### src/rtl/nand_seq.sv
module nand_seq #(
  parameter int ADDR_CYCLES = 3,
  parameter int STRB_W      = 4,
  parameter int BUSY_W      = 16,
  parameter int LEN_W       = 10,
  parameter int RB_GUARD    = 2,
  localparam int ROW_W      = 8 * (ADDR_CYCLES - 1)
) (
  input  logic              clk,
  input  logic              rst_n,
  input  logic              req_valid,
  output logic              req_ready,
  input  logic [2:0]        req_op,
  input  logic [1:0]        req_area,
  input  logic [7:0]        req_col,
  input  logic [ROW_W-1:0]  req_row,
  input  logic [LEN_W-1:0]  req_len,
  input  logic              wp_allow,
  input  logic [STRB_W-1:0] cfg_we_low,
  input  logic [STRB_W-1:0] cfg_we_high,
  input  logic [STRB_W-1:0] cfg_re_access,
  input  logic [STRB_W-1:0] cfg_rr_delay,
  input  logic [BUSY_W-1:0] cfg_busy_limit,
  input  logic [7:0]        wr_data,
  input  logic              wr_valid,
  output logic              wr_ready,
  output logic [7:0]        rd_data,
  output logic              rd_valid,
  input  logic              rd_ready,
  output logic              done,
  output logic              err,
  output logic              nf_ce_n,
  output logic              nf_cle,
  output logic              nf_ale,
  output logic              nf_we_n,
  output logic              nf_re_n,
  output logic              nf_wp_n,
  output logic [7:0]        nf_dq_o,
  output logic              nf_dq_oe,
  input  logic [7:0]        nf_dq_i,
  input  logic              nf_rb
);

  localparam logic [2:0] OP_READ = 3'd0, OP_PROG = 3'd1, OP_ERASE = 3'd2,
                         OP_STAT = 3'd3, OP_SIG  = 3'd4, OP_RST   = 3'd5;

  typedef enum logic [3:0] {
    S_IDLE, S_PTR, S_CMD1, S_ADDR, S_DIN, S_CMD2, S_BUSY, S_RDLY, S_DOUT, S_DONE
  } st_t;

  st_t              st;
  logic [2:0]       op_q;
  logic [1:0]       area_q;
  logic [7:0]       col_q;
  logic [ROW_W-1:0] row_q;
  logic [LEN_W-1:0] left_q;
  logic [2:0]       aidx;
  logic             ph;
  logic             loaded;
  logic [7:0]       dbuf;
  logic             err_q;
  logic [BUSY_W-1:0] tcnt;

  logic [STRB_W-1:0] lo_m1, hi_m1, acc_m1, rr_m1;
  assign lo_m1  = (cfg_we_low    == '0) ? '0 : cfg_we_low    - 1'b1;
  assign hi_m1  = (cfg_we_high   == '0) ? '0 : cfg_we_high   - 1'b1;
  assign acc_m1 = (cfg_re_access == '0) ? '0 : cfg_re_access - 1'b1;
  assign rr_m1  = (cfg_rr_delay  == '0) ? '0 : cfg_rr_delay  - 1'b1;

  logic wr_state, we_lo_end, we_hi_end, last_addr;
  assign wr_state  = (st == S_PTR) || (st == S_CMD1) || (st == S_ADDR) ||
                     (st == S_CMD2) || (st == S_DIN && loaded);
  assign we_lo_end = wr_state && !ph && (tcnt >= BUSY_W'(lo_m1));
  assign we_hi_end = wr_state &&  ph && (tcnt >= BUSY_W'(hi_m1));
  assign last_addr = (op_q == OP_SIG) || (aidx == 3'(ADDR_CYCLES - 1));

  logic bad_op, wp_block;
  assign bad_op   = (req_op > OP_RST);
  assign wp_block = (req_op == OP_PROG || req_op == OP_ERASE) && !wp_allow;

  logic [7:0] ptr_code, cmd1_code, addr_byte, cmd2_code;
  assign ptr_code = (area_q == 2'd1) ? 8'h01 : (area_q == 2'd2) ? 8'h50 : 8'h00;

  always_comb begin
    case (op_q)
      OP_PROG:  cmd1_code = 8'h80;
      OP_ERASE: cmd1_code = 8'h60;
      OP_STAT:  cmd1_code = 8'h70;
      OP_SIG:   cmd1_code = 8'h90;
      default:  cmd1_code = 8'hFF;
    endcase
  end

  assign cmd2_code = (op_q == OP_ERASE) ? 8'hD0 : 8'h10;
  assign addr_byte = (op_q == OP_SIG) ? 8'h00 :
                     (aidx != 3'd0)   ? row_q[7:0] :
                     (area_q == 2'd2) ? {4'h0, col_q[3:0]} : col_q;

  always_comb begin
    case (st)
      S_PTR:   nf_dq_o = ptr_code;
      S_CMD1:  nf_dq_o = cmd1_code;
      S_ADDR:  nf_dq_o = addr_byte;
      S_DIN:   nf_dq_o = dbuf;
      S_CMD2:  nf_dq_o = cmd2_code;
      default: nf_dq_o = 8'h00;
    endcase
  end

  assign req_ready = (st == S_IDLE);
  assign wr_ready  = (st == S_DIN) && !loaded;
  assign done      = (st == S_DONE);
  assign err       = err_q;
  assign nf_ce_n   = (st == S_IDLE) || (st == S_DONE);
  assign nf_cle    = (st == S_PTR) || (st == S_CMD1) || (st == S_CMD2);
  assign nf_ale    = (st == S_ADDR);
  assign nf_we_n   = !(wr_state && !ph);
  assign nf_re_n   = !(st == S_DOUT && !rd_valid);
  assign nf_wp_n   = wp_allow;
  assign nf_dq_oe  = wr_state;

  always_ff @(posedge clk or negedge rst_n) begin
    if (!rst_n) begin
      st <= S_IDLE; op_q <= '0; area_q <= '0; col_q <= '0; row_q <= '0;
      left_q <= '0; aidx <= '0; ph <= 1'b0; loaded <= 1'b0; dbuf <= '0;
      err_q <= 1'b0; tcnt <= '0; rd_data <= '0; rd_valid <= 1'b0;
    end else begin
      case (st)
        S_IDLE: if (req_valid) begin
          op_q   <= req_op;
          area_q <= req_area;
          col_q  <= req_col;
          row_q  <= req_row;
          aidx   <= (req_op == OP_ERASE) ? 3'd1 : 3'd0;
          ph     <= 1'b0;
          tcnt   <= '0;
          err_q  <= 1'b0;
          if (req_op == OP_STAT)     left_q <= LEN_W'(1);
          else if (req_op == OP_SIG) left_q <= LEN_W'(2);
          else                       left_q <= (req_len == '0) ? LEN_W'(1) : req_len;
          if (bad_op || wp_block) begin
            err_q <= 1'b1;
            st    <= S_DONE;
          end else if (req_op == OP_READ || req_op == OP_PROG) st <= S_PTR;
          else st <= S_CMD1;
        end
        S_PTR, S_CMD1, S_ADDR, S_DIN, S_CMD2: begin
          if (st == S_DIN && !loaded && wr_valid) begin
            dbuf   <= wr_data;
            loaded <= 1'b1;
          end
          if (we_lo_end) begin
            ph   <= 1'b1;
            tcnt <= '0;
          end else if (we_hi_end) begin
            ph   <= 1'b0;
            tcnt <= '0;
            case (st)
              S_PTR:  st <= (op_q == OP_READ) ? S_ADDR : S_CMD1;
              S_CMD1: case (op_q)
                        OP_STAT: st <= S_RDLY;
                        OP_RST:  st <= S_BUSY;
                        default: st <= S_ADDR;
                      endcase
              S_ADDR: begin
                if (aidx != 3'd0) row_q <= row_q >> 8;
                aidx <= aidx + 3'd1;
                if (last_addr) begin
                  case (op_q)
                    OP_READ:  st <= S_BUSY;
                    OP_PROG:  st <= S_DIN;
                    OP_ERASE: st <= S_CMD2;
                    default:  st <= S_RDLY;
                  endcase
                end
              end
              S_DIN: begin
                loaded <= 1'b0;
                left_q <= left_q - 1'b1;
                if (left_q == LEN_W'(1)) st <= S_CMD2;
              end
              default: st <= S_BUSY;
            endcase
          end else if (wr_state) tcnt <= tcnt + 1'b1;
        end
        S_BUSY: begin
          tcnt <= tcnt + 1'b1;
          if (tcnt >= BUSY_W'(RB_GUARD) && nf_rb) begin
            tcnt <= '0;
            st   <= (op_q == OP_READ) ? S_RDLY : S_DONE;
          end else if (tcnt >= cfg_busy_limit) begin
            err_q <= 1'b1;
            st    <= S_DONE;
          end
        end
        S_RDLY: begin
          if (tcnt >= BUSY_W'(rr_m1)) begin
            tcnt <= '0;
            st   <= S_DOUT;
          end else tcnt <= tcnt + 1'b1;
        end
        S_DOUT: begin
          if (rd_valid) begin
            if (rd_ready) begin
              rd_valid <= 1'b0;
              tcnt     <= '0;
              left_q   <= left_q - 1'b1;
              if (left_q == LEN_W'(1)) st <= S_DONE;
            end
          end else if (tcnt >= BUSY_W'(acc_m1)) begin
            rd_data  <= nf_dq_i;
            rd_valid <= 1'b1;
          end else tcnt <= tcnt + 1'b1;
        end
        default: st <= S_IDLE;
      endcase
    end
  end

endmodule

### config.mk
export PLATFORM = sky130hd
export DESIGN_NAME = nand_seq
export DESIGN_NICKNAME = d
export VERILOG_FILES = /design/src/rtl/nand_seq.sv
export SDC_FILE = /design/constraint.sdc
export NUM_CORES = 1
export LEC_CHECK = 0
export ABC_AREA = 1
export BUFFER_PORTS_ARGS = -buffer_cell sky130_fd_sc_hd__buf_2
export CELL_PAD_IN_SITES_DETAIL_PLACEMENT = 1
export CELL_PAD_IN_SITES_GLOBAL_PLACEMENT = 1
export CORE_MARGIN = 5
export CORE_UTILIZATION = 43
export DETAILED_ROUTE_END_ITERATION = 10
export GPL_ROUTABILITY_DRIVEN = 0
export GPL_TIMING_DRIVEN = 0
export PLACE_DENSITY_LB_ADDON = 0.1
export SETUP_SLACK_MARGIN = 0.5
export SKIP_LAST_GASP = 1
export SYNTH_ARGS = -nofsm -noshare
export SYNTH_HDL_FRONTEND = slang
export SYNTH_SLANG_ARGS = --single-unit
### constraint.sdc
create_clock -name clk -period 5 [get_ports clk]
set_input_delay 1 -clock clk [delete_from_list [all_inputs] [get_ports clk]]
set_output_delay 1 -clock clk [all_outputs]
set_load 0.05 [all_outputs]
Yosys cells after proc, flatten, opt, wreduce, memory -nomap -nowiden
Index checks and enable logic that the tools add are counted.
{ "totals": {"ff_bits": 82, "output_inout_bits": 28, "wordCells": 199} }
{ "classes": {"add_sub_neg": 7, "bitwise_logic": 1, "order_cmp": 7, "n_eq_ne": 41, "n_reduce_logical": 50, "muxes": 79} }
{ "ops": {"columns": ["operator", "count"], "rows": [
  ["16-bit two-way mux", 14],
  ["10-bit two-way mux", 9],
  ["16-bit case mux with 5 select lines", 1],
  ["4-bit two-way mux", 17],
  ["16-bit by 4-bit >= comparator with 1-bit output", 4],
  ["8-bit case mux with 5 select lines", 1],
  ["8-bit two-way mux", 4],
  ["16-bit case mux with 2 select lines", 1],
  ["8-bit case mux with 4 select lines", 1],
  ["10-bit case mux with 3 select lines", 1],
  ["2-bit inequality test (second input constant)", 11],
  ["4-bit logical NOT", 5],
  ["4-bit case mux with 5 select lines", 1],
  ["3-bit inequality test (second input constant)", 6],
  ["16-bit by 1-bit adder with 16-bit output (second input constant)", 1],
  ["4-bit by 3-bit equality test with 1-bit output (second input constant)", 4],
  ["16-bit >= comparator", 1],
  ["16-bit by 2-bit >= comparator with 1-bit output (second input constant)", 1],
  ["1-bit two-way mux", 16],
  ["4-bit case mux with 4 select lines", 1],
  ["4-bit by 1-bit subtractor with 4-bit output (second input constant)", 4],
  ["3-bit by 2-bit equality test with 1-bit output (second input constant)", 5],
  ["7-bit two-way mux", 2],
  ["3-bit two-way mux", 4],
  ["other kinds (34)", 70]
]} }

Logic depth before layout (Yosys ltp)
Gate-level depths: netlist of run 1.
{ "logic_depth": {"word_depth": 10, "ltp_mapped": 16, "ltp_nobuf": 16} }

Worst setup path after synthesis of run 1
OpenSTA, ideal clock, no wires.
{ "synth_timing": {"kind": "register to output", "from": "register st[2]", "to": "output nf_dq_o[5]", "arrival_time_ns": 2.562, "stages_incl_launch_ff": 8, "required_time_ns": 4.000, "path_slack_ns": 1.438, "cell_sequence": "dfrtp_1 > nor2_1 > inv_1 > nor2_2 > inv_1 > a31oi_2 > o21ai_0 > o211ai_1"} }
{ "synth_between": {"elab_chain_len": 2} }
{ "synth_rtl": {"columns": ["item", "line", "rtl"], "rows": [
  ["from (decl)", "51", "st_t st;"],
  ["from (signal assigned)", "159", "S_PTR: st <= (op_q == OP_READ) ? S_ADDR : S_CMD1;"],
  ["from (signal assigned)", "190", "st <= (op_q == OP_READ) ? S_RDLY : S_DONE;"],
  ["4-bit by 2-bit equality test with 1-bit output", null, null],
  ["net nf_ale", "34", "output logic nf_ale,"],
  ["8-bit case mux with 5 select lines", "100", "case (st)"],
  ["to (decl)", "38", "output logic [7:0] nf_dq_o,"]
]} }
The timed path passes the listed nets, and every way through them passes these cells.

Worst setup path in the final report of run 1
{ "layout_timing": {"from": "register st[2]", "to": "output nf_dq_o[0]"} }
{ "layout_between": {"elab_chain_len": 2} }
{ "layout_rtl": {"columns": ["item", "line"], "rows": [
  ["4-bit by 3-bit equality test with 1-bit output (tied with other cells)", "100"],
  ["8-bit case mux with 5 select lines *", "100"]
]} }
Mark *: on every way between the ends. The rest lies on a longest branch, timed or not.

==> run_results.csv, run 1 <==
group,metric,value,unit
placed_design,hpwlAfterDp,14.3,mm
sta,finalSetupViolations,0,
floorplan,die_w,128,um
finish,fin_cells,1172,
sta,hold_violations,0,
finish,nets,1120,
worst_setup_path,cp.required,4.00,ns
worst_setup_path,cp.arrival,2.59,ns
drt,top_layer,"met5",
power_and_ir_drop,cellPowerDensity,605,nW/um^2
sta,setup_tns,0,ns
sta,worst_hold_slack,0.475,ns
finish,multiInputGateArea,3390,um^2
global_routing,grt_max_degree,44,
drt,vias_per_cell,5.19,
worst_setup_path,worst_path_max_delay_cell,"nor3_1",
drt,met3_wirelength,907,um
drt,first_pass_iters,4,
drt,dr_wl_met2,8.17,mm
placed_design,place_inst,1156,
drt,via_count,6086,
synthesis,syn_area_per_cell,7.04,um^2
global_routing,grt_usage,22.6,%
floorplan,start_util,43.6,%
floorplan,ioPinCount,122,
worst_setup_path,start_kind,"flop",
sta,fin_crit_sh,71.9,%
synthesis,synth-main-ff-cell,"dfrtp_1",
drt,routed_wl,18.0,mm
finish,num_antenna_cells,0,
sta,finalCriticalPeriod,3.59,ns
floorplan,die_y,128,um
clock_tree,post_cts_resized,0,
drt,met1Wirelength,8.61,mm
floorplan,core,13800,um^2
synthesis,synth_area_leaders,"dfrtp_1 34%, nand2_1 16%, ha_1 8.1%",
sta,max-slew-margin-rel,55.6,%
sta,rsz0062_at_grt,"false",
worst_setup_path,cp_top_family,"simple AND/OR/NAND/NOR gates",
synthesis,synth_top_cell_by_area,"dfrtp_1",
synthesis,ys_seq_area_share,34.2,%
worst_setup_path,endpoint_kind,"output port",
sta,timing.fmax,278,MHz
clock_tree,clock-sinks,82,
worst_setup_path,cp_num_buf_inv,3,
clock_tree,root_buffer,"clkbuf_16",
synthesis,yosysTopAreaCellShare,34.2,%
finish,synthToLayoutAreaGrowth,19.2,%
clock_tree,cts_max_path_buffers,2,
worst_setup_path,cp_max_fo,6,
synthesis,async_reset_ff_share,100,%
finish,drive_above_1_share,19.1,%
clock_tree,cts_hold_buf,0,
power_and_ir_drop,power.leakage,0.00393,uW
floorplan,dieArea,16400,um^2
clock_tree,clock_latency,0.35,ns
finish,seqCellArea,2050,um^2
synthesis,synth_edf_count,0,
worst_setup_path,path_cells,"nor2_1 -> inv_1 -> nor3_1 -> inv_1 -> nor2_1 -> o211ai_1 -> nand4_1 -> buf_2",
synthesis,synth_common_cells,"262 x nand2_1, 112 x inv_1, 82 x dfrtp_1",
finish,fillerInstances,1908,
sta,tightest_slew,0.661,ns
outcome,status,"finished, final reports clean",
placed_design,portBuffers,121,
job,drv_cap,0,
clock_tree,postCtsSetupBuffers,0,
power_and_ir_drop,peakVddDrop,0.402,mV
worst_setup_path,critPathKind,"reg -> out",
synthesis,ys_seq_elements,82,
clock_tree,cts_made_buffers,9,
synthesis,syn_area,6010,um^2
clock_tree,h-tree-depth,3,
synthesis,synthCells,854,
synthesis,synth_most_common_cell,"nand2_1",
global_routing,antenna_found_initial,2,
worst_hold_path,hp-class,"reg -> reg",
global_routing,grt_pass1_vias,6208,
worst_setup_path,critPathMaxStageDelay,0.53,ns
drt,drt_iter0_drc,189,
clock_tree,cts_tree,"built",
global_routing,grt_pass1_wl,30.1,mm
drt,post_drt_wl_per_cell,15.3,um
global_routing,grt-ovfl-total,0,
sta,skew,0.00693,ns
sta,timing.final.max_slew_violations,0,
floorplan,rows,43,
drt,drc_errors,0,
drt,ant_nets,0,
synthesis,syn_nets,987,
synthesis,synth_warnings,0,
clock_tree,clk_pin_slew,0.06,ns
synthesis,synthDistinctLibCells,51,
-- cell type report --
cell class	instances	area share [%]
Multi-Input combinational cell	632	47.4
Sequential cell	82	28.6
Inverter	122	6.43
Clock buffer	9	3.14
Clock inverter	7	1.07
Timing Repair Buffer	122	8.77
Tap cell	180	3.14
Buffer	18	1.45
-- kinds of logic after synthesis --
logic type,after synthesis,synth area share [%]
buffers and inverters,140,9.39
AND/OR/NAND/NOR,438,32.3
XOR/XNOR,10,1.46
flip-flops,82,34.2
adder cells (fa/ha/maj),39,8.12
AO/OA/AOI/OAI,144,14.5
multiplexers,1,0.167
-- registers in the layout, summed over array words and instances (netlist names) --
name      cells
row_q        16
tcnt         16
left_q       10
col_q         8
dbuf          8
rd_data       8
st            4
aidx          3
op_q          3
area_q        2
err           1
loaded        1
ph            1
rd_valid      1
-- layout by cell type, fill, tap and decap left out, types with 2 or more instances in the layout --
cell,instances
a21oi_1,29
a22oi_1,2
clkinvlp_4,2
o21ai_2,10
nor2_4,4
inv_6,2
a31oi_1,3
nand2_4,2
nor2_1,62
nand2_1,262
clkbuf_1,10
xnor2_1,2
o211ai_1,6
a21o_1,3
xor2_1,8
nor2_8,2
o2111ai_1,4
nand4_1,23
nand3_1,51
o21ai_0,67
dfrtp_1,82
clkbuf_16,9
nand2_2,7
inv_1,112
buf_2,124
inv_2,7
ha_1,39
nor3_1,12
buf_12,2
o21bai_1,7
clkinv_1,2
o21a_1,3
o31ai_1,4
nor2_2,2
or2_2,2
buf_4,3
-- per-layer routing --
| layer | GRT usage (%) | up-vias |
|---|---|---|
| li1 | - | 3051 |
| met1 | 30.9 | 2890 |
| met2 | 36.5 | 120 |
| met3 | 5.04 | 21 |
| met4 | 5.31 | 4 |
| met5 | 0 | - |
-- per-stage QoR --
step | power, uW | setup slack, ns | cell area (um^2) | util (%)
2_1_floorplan | 2960 | 1.44 | 6010 | -
3_3_place_gp | 3580 | 1.64 | 6840 | 49.7
3_5_place_dp | 3650 | 1.66 | 6860 | 49.8
4_1_cts | 4370 | 1.42 | 7160 | 52.0
5_1_grt | 4700 | 1.14 | 7160 | 52.0
6_report | 4330 | 1.41 | 7160 | 52.0
-- final timing paths --
kind / startpoint / to / slack [ns] / cells after the start
worst min register to register: rd_data[1]$_DFFE_PN0P_ / rd_data[1]$_DFFE_PN0P_ / 0.47 / 2
max in group asynchronous: rst_n / row_q[0]$_DFFE_PN0P_ / 3.69 / 2
worst max register to register: tcnt[11]$_DFFE_PN0P_ / tcnt[10]$_DFFE_PN0P_ / 2.43 / 9
worst max-delay path: st[2]$_DFFE_PN0P_ / nf_dq_o[0] / 1.41 / 8
min in group asynchronous: rst_n / tcnt[0]$_DFFE_PN0P_ / 0.66 / 1
worst min-delay path: rd_data[1]$_DFFE_PN0P_ / rd_data[1]$_DFFE_PN0P_ / 0.47 / 2
-- worst min-delay path, stage by stage, from the launching register on --
cell	delay [ns]
dfrtp_1	0.35
nand2_1	0.05
nand2_1	0.04
-- report_power, final --
part	total, uW	leakage (uW)	switching [uW]	internal [uW]
clock	682	0.000142	292	390
sequential	1110	0.00105	181	924
combinational	2550	0.00274	1810	732
Note: power is estimated with default switching activity, not from simulation.
==> inputs of run 2 (changes only) <==
CORE_UTILIZATION = 40   (was 43)
clock period = 3.5 ns   (was 5 ns; I/O delays follow)
==> run_results.csv, run 2 (synthesis results as in run 1) <==
group,metric,value,unit
outcome,status,"finished, final reports clean",
sta,timing.final.max_slew_violations,0,
floorplan,ioPinCount,122,
placed_design,portBuffers,121,
sta,tightest_slew,0.625,ns
global_routing,grt-ovfl-total,0,
power_and_ir_drop,cellPowerDensity,882,nW/um^2
global_routing,grt_use_met2,35.5,%
sta,max-slew-margin-rel,58.2,%
finish,drive_above_1_share,20.1,%
placed_design,place_ws,0.387,ns
drt,post_drt_wl_per_cell,15.7,um
finish,fillerInstances,1939,
global_routing,grt_pass1_vias,6483,
clock_tree,clock_latency,0.35,ns
clock_tree,cts_made_buffers,9,
sta,finalSetupViolations,0,
drt,routed_wl,18.5,mm
global_routing,grt_usage,21.7,%
global_routing,grt.busiest_layer,"met2",
sta,hold_violations,0,
sta,fin_crit_sh,83.0,%
clock_tree,root_buffer,"clkbuf_16",
worst_setup_path,endpoint_kind,"output port",
floorplan,dieArea,17600,um^2
clock_tree,h-tree-depth,3,
floorplan,die_w,133,um
worst_setup_path,cp.required,2.80,ns
worst_setup_path,r2r_cells,9,
sta,setup_tns,0,ns
floorplan,die_y,133,um
sta,worst_hold_slack,0.338,ns
finish,num_antenna_cells,0,
floorplan,core,14600,um^2
finish,synthToLayoutAreaGrowth,21.6,%
worst_setup_path,critical_path.most_common_cell,"inv_1",
drt,via_count,6078,
drt,vias_per_cell,5.15,
sta,skew,0.00956,ns
clock_tree,cts_tree,"built",
floorplan,start_util,41.0,%
worst_setup_path,critPathKind,"reg -> out",
finish,multiInputGateArea,3420,um^2
drt,drt_iter0_drc,199,
sta,setup_slack,0.596,ns
worst_setup_path,critPathMaxStageDelay,0.42,ns
worst_setup_path,cp_max_fo,4,
sta,finalCriticalPeriod,2.90,ns
worst_hold_path,hp-class,"in -> async",
global_routing,grt_pass1_wl,31.4,mm
job,drv_cap,0,
finish,final_cell_mix,"262 x nand2_1, 116 x buf_2, 111 x inv_1, 82 x dfrtp_1, 67 x o21ai_0",
clock_tree,cts_max_path_buffers,2,
clock_tree,cts_hold_buf,0,
worst_setup_path,worst_path_max_delay_cell,"dfrtp_1",
finish,nets,1125,
worst_setup_path,reg2reg_slack,0.84,ns
global_routing,met3_usage,5.16,%
worst_setup_path,start_kind,"flop",
global_routing,grt_max_degree,45,
power_and_ir_drop,peakVddDrop,0.561,mV
finish,fin_util,49.9,%
placed_design,hpwlAfterDp,14.6,mm
finish,seqCellArea,2050,um^2
drt,drc_errors,0,
power_and_ir_drop,power.leakage,0.00400,uW
drt,first_pass_iters,4,
finish,largestRegisters,"row_q: 16 flops, tcnt: 16 flops, left_q: 10 flops",
global_routing,antenna_found_initial,0,
global_routing,met1_usage,28.6,%
drt,ant_nets,0,
clock_tree,clk_pin_slew,0.07,ns
sta,rsz0062_at_grt,"true",
finish,layout_commonest_cell,"nand2_1",
sta,timing.fmax,344,MHz
worst_setup_path,cp.arrival,2.20,ns
worst_setup_path,path_cells,"nor2_2 -> inv_1 -> nor3_4 -> inv_1 -> nor2_1 -> o211ai_1 -> nand3_1 -> clkbuf_4",
clock_tree,clock-sinks,82,
floorplan,rows,44,
==> run 2: worst paths after layout <==
kind,start,endpoint
worst max-delay path,st[2]$_DFFE_PN0P_,nf_dq_o[3]
worst min-delay path,rst_n,tcnt[0]$_DFFE_PN0P_
worst max register to register,tcnt[3]$_DFFE_PN0P_,tcnt[9]$_DFFE_PN0P_
worst min register to register,rd_data[6]$_DFFE_PN0P_,rd_data[6]$_DFFE_PN0P_
max in group asynchronous,rst_n,tcnt[13]$_DFFE_PN0P_
min in group clk,rd_data[6]$_DFFE_PN0P_,rd_data[6]$_DFFE_PN0P_
==> run 2: what timing repair did <==
action | in CTS | in global routing
buffers inserted | 0 | 5
setup endpoints to repair | 8 | 9
gates resized for setup | 7 | 17
pin swaps | 0 | 3
==> run 2: through the flow <==
step,total power (uW),cell area [um^2],instances
after floorplan,4250,6020,854
after global placement,5160,6860,1159
after detailed placement,5260,6890,1160
after CTS,6420,7240,1176
after global routing,6980,7300,1181
final,6440,7300,1181
==> run 2: final cells by class <==
cell class | instances | area share (%)
inverters | 122 | 6.30
plain buffers | 18 | 1.51
multi-input cells | 632 | 46.8
clock buffers | 9 | 3.08
repair buffers | 127 | 9.59
clock inverters | 7 | 1.44
flip-flops and latches | 82 | 28.1
well taps | 184 | 3.15
==> run 2: worst max-delay path, delay by kind of cell, from the launching register on <==
kind	cells	cell delay, ns
AOI/OAI and AO/OA	1	0.22
and+or+nand+nor	4	0.74
DFF	1	0.42
buffers and inverters	3	0.47
==> run 2: routing by layer <==
| metal | vias up | wire, um |
|---|---|---|
| met5 | - | 0 |
| met4 | 0 | 306 |
| met3 | 19 | 1040 |
| met2 | 117 | 8350 |
| met1 | 2884 | 8840 |
| li1 | 3058 | - |
==> run 2: report_power, final <==
group          internal (uW)  switching, uW
logic                   1130           2640
clock network            638            449
registers               1320            262
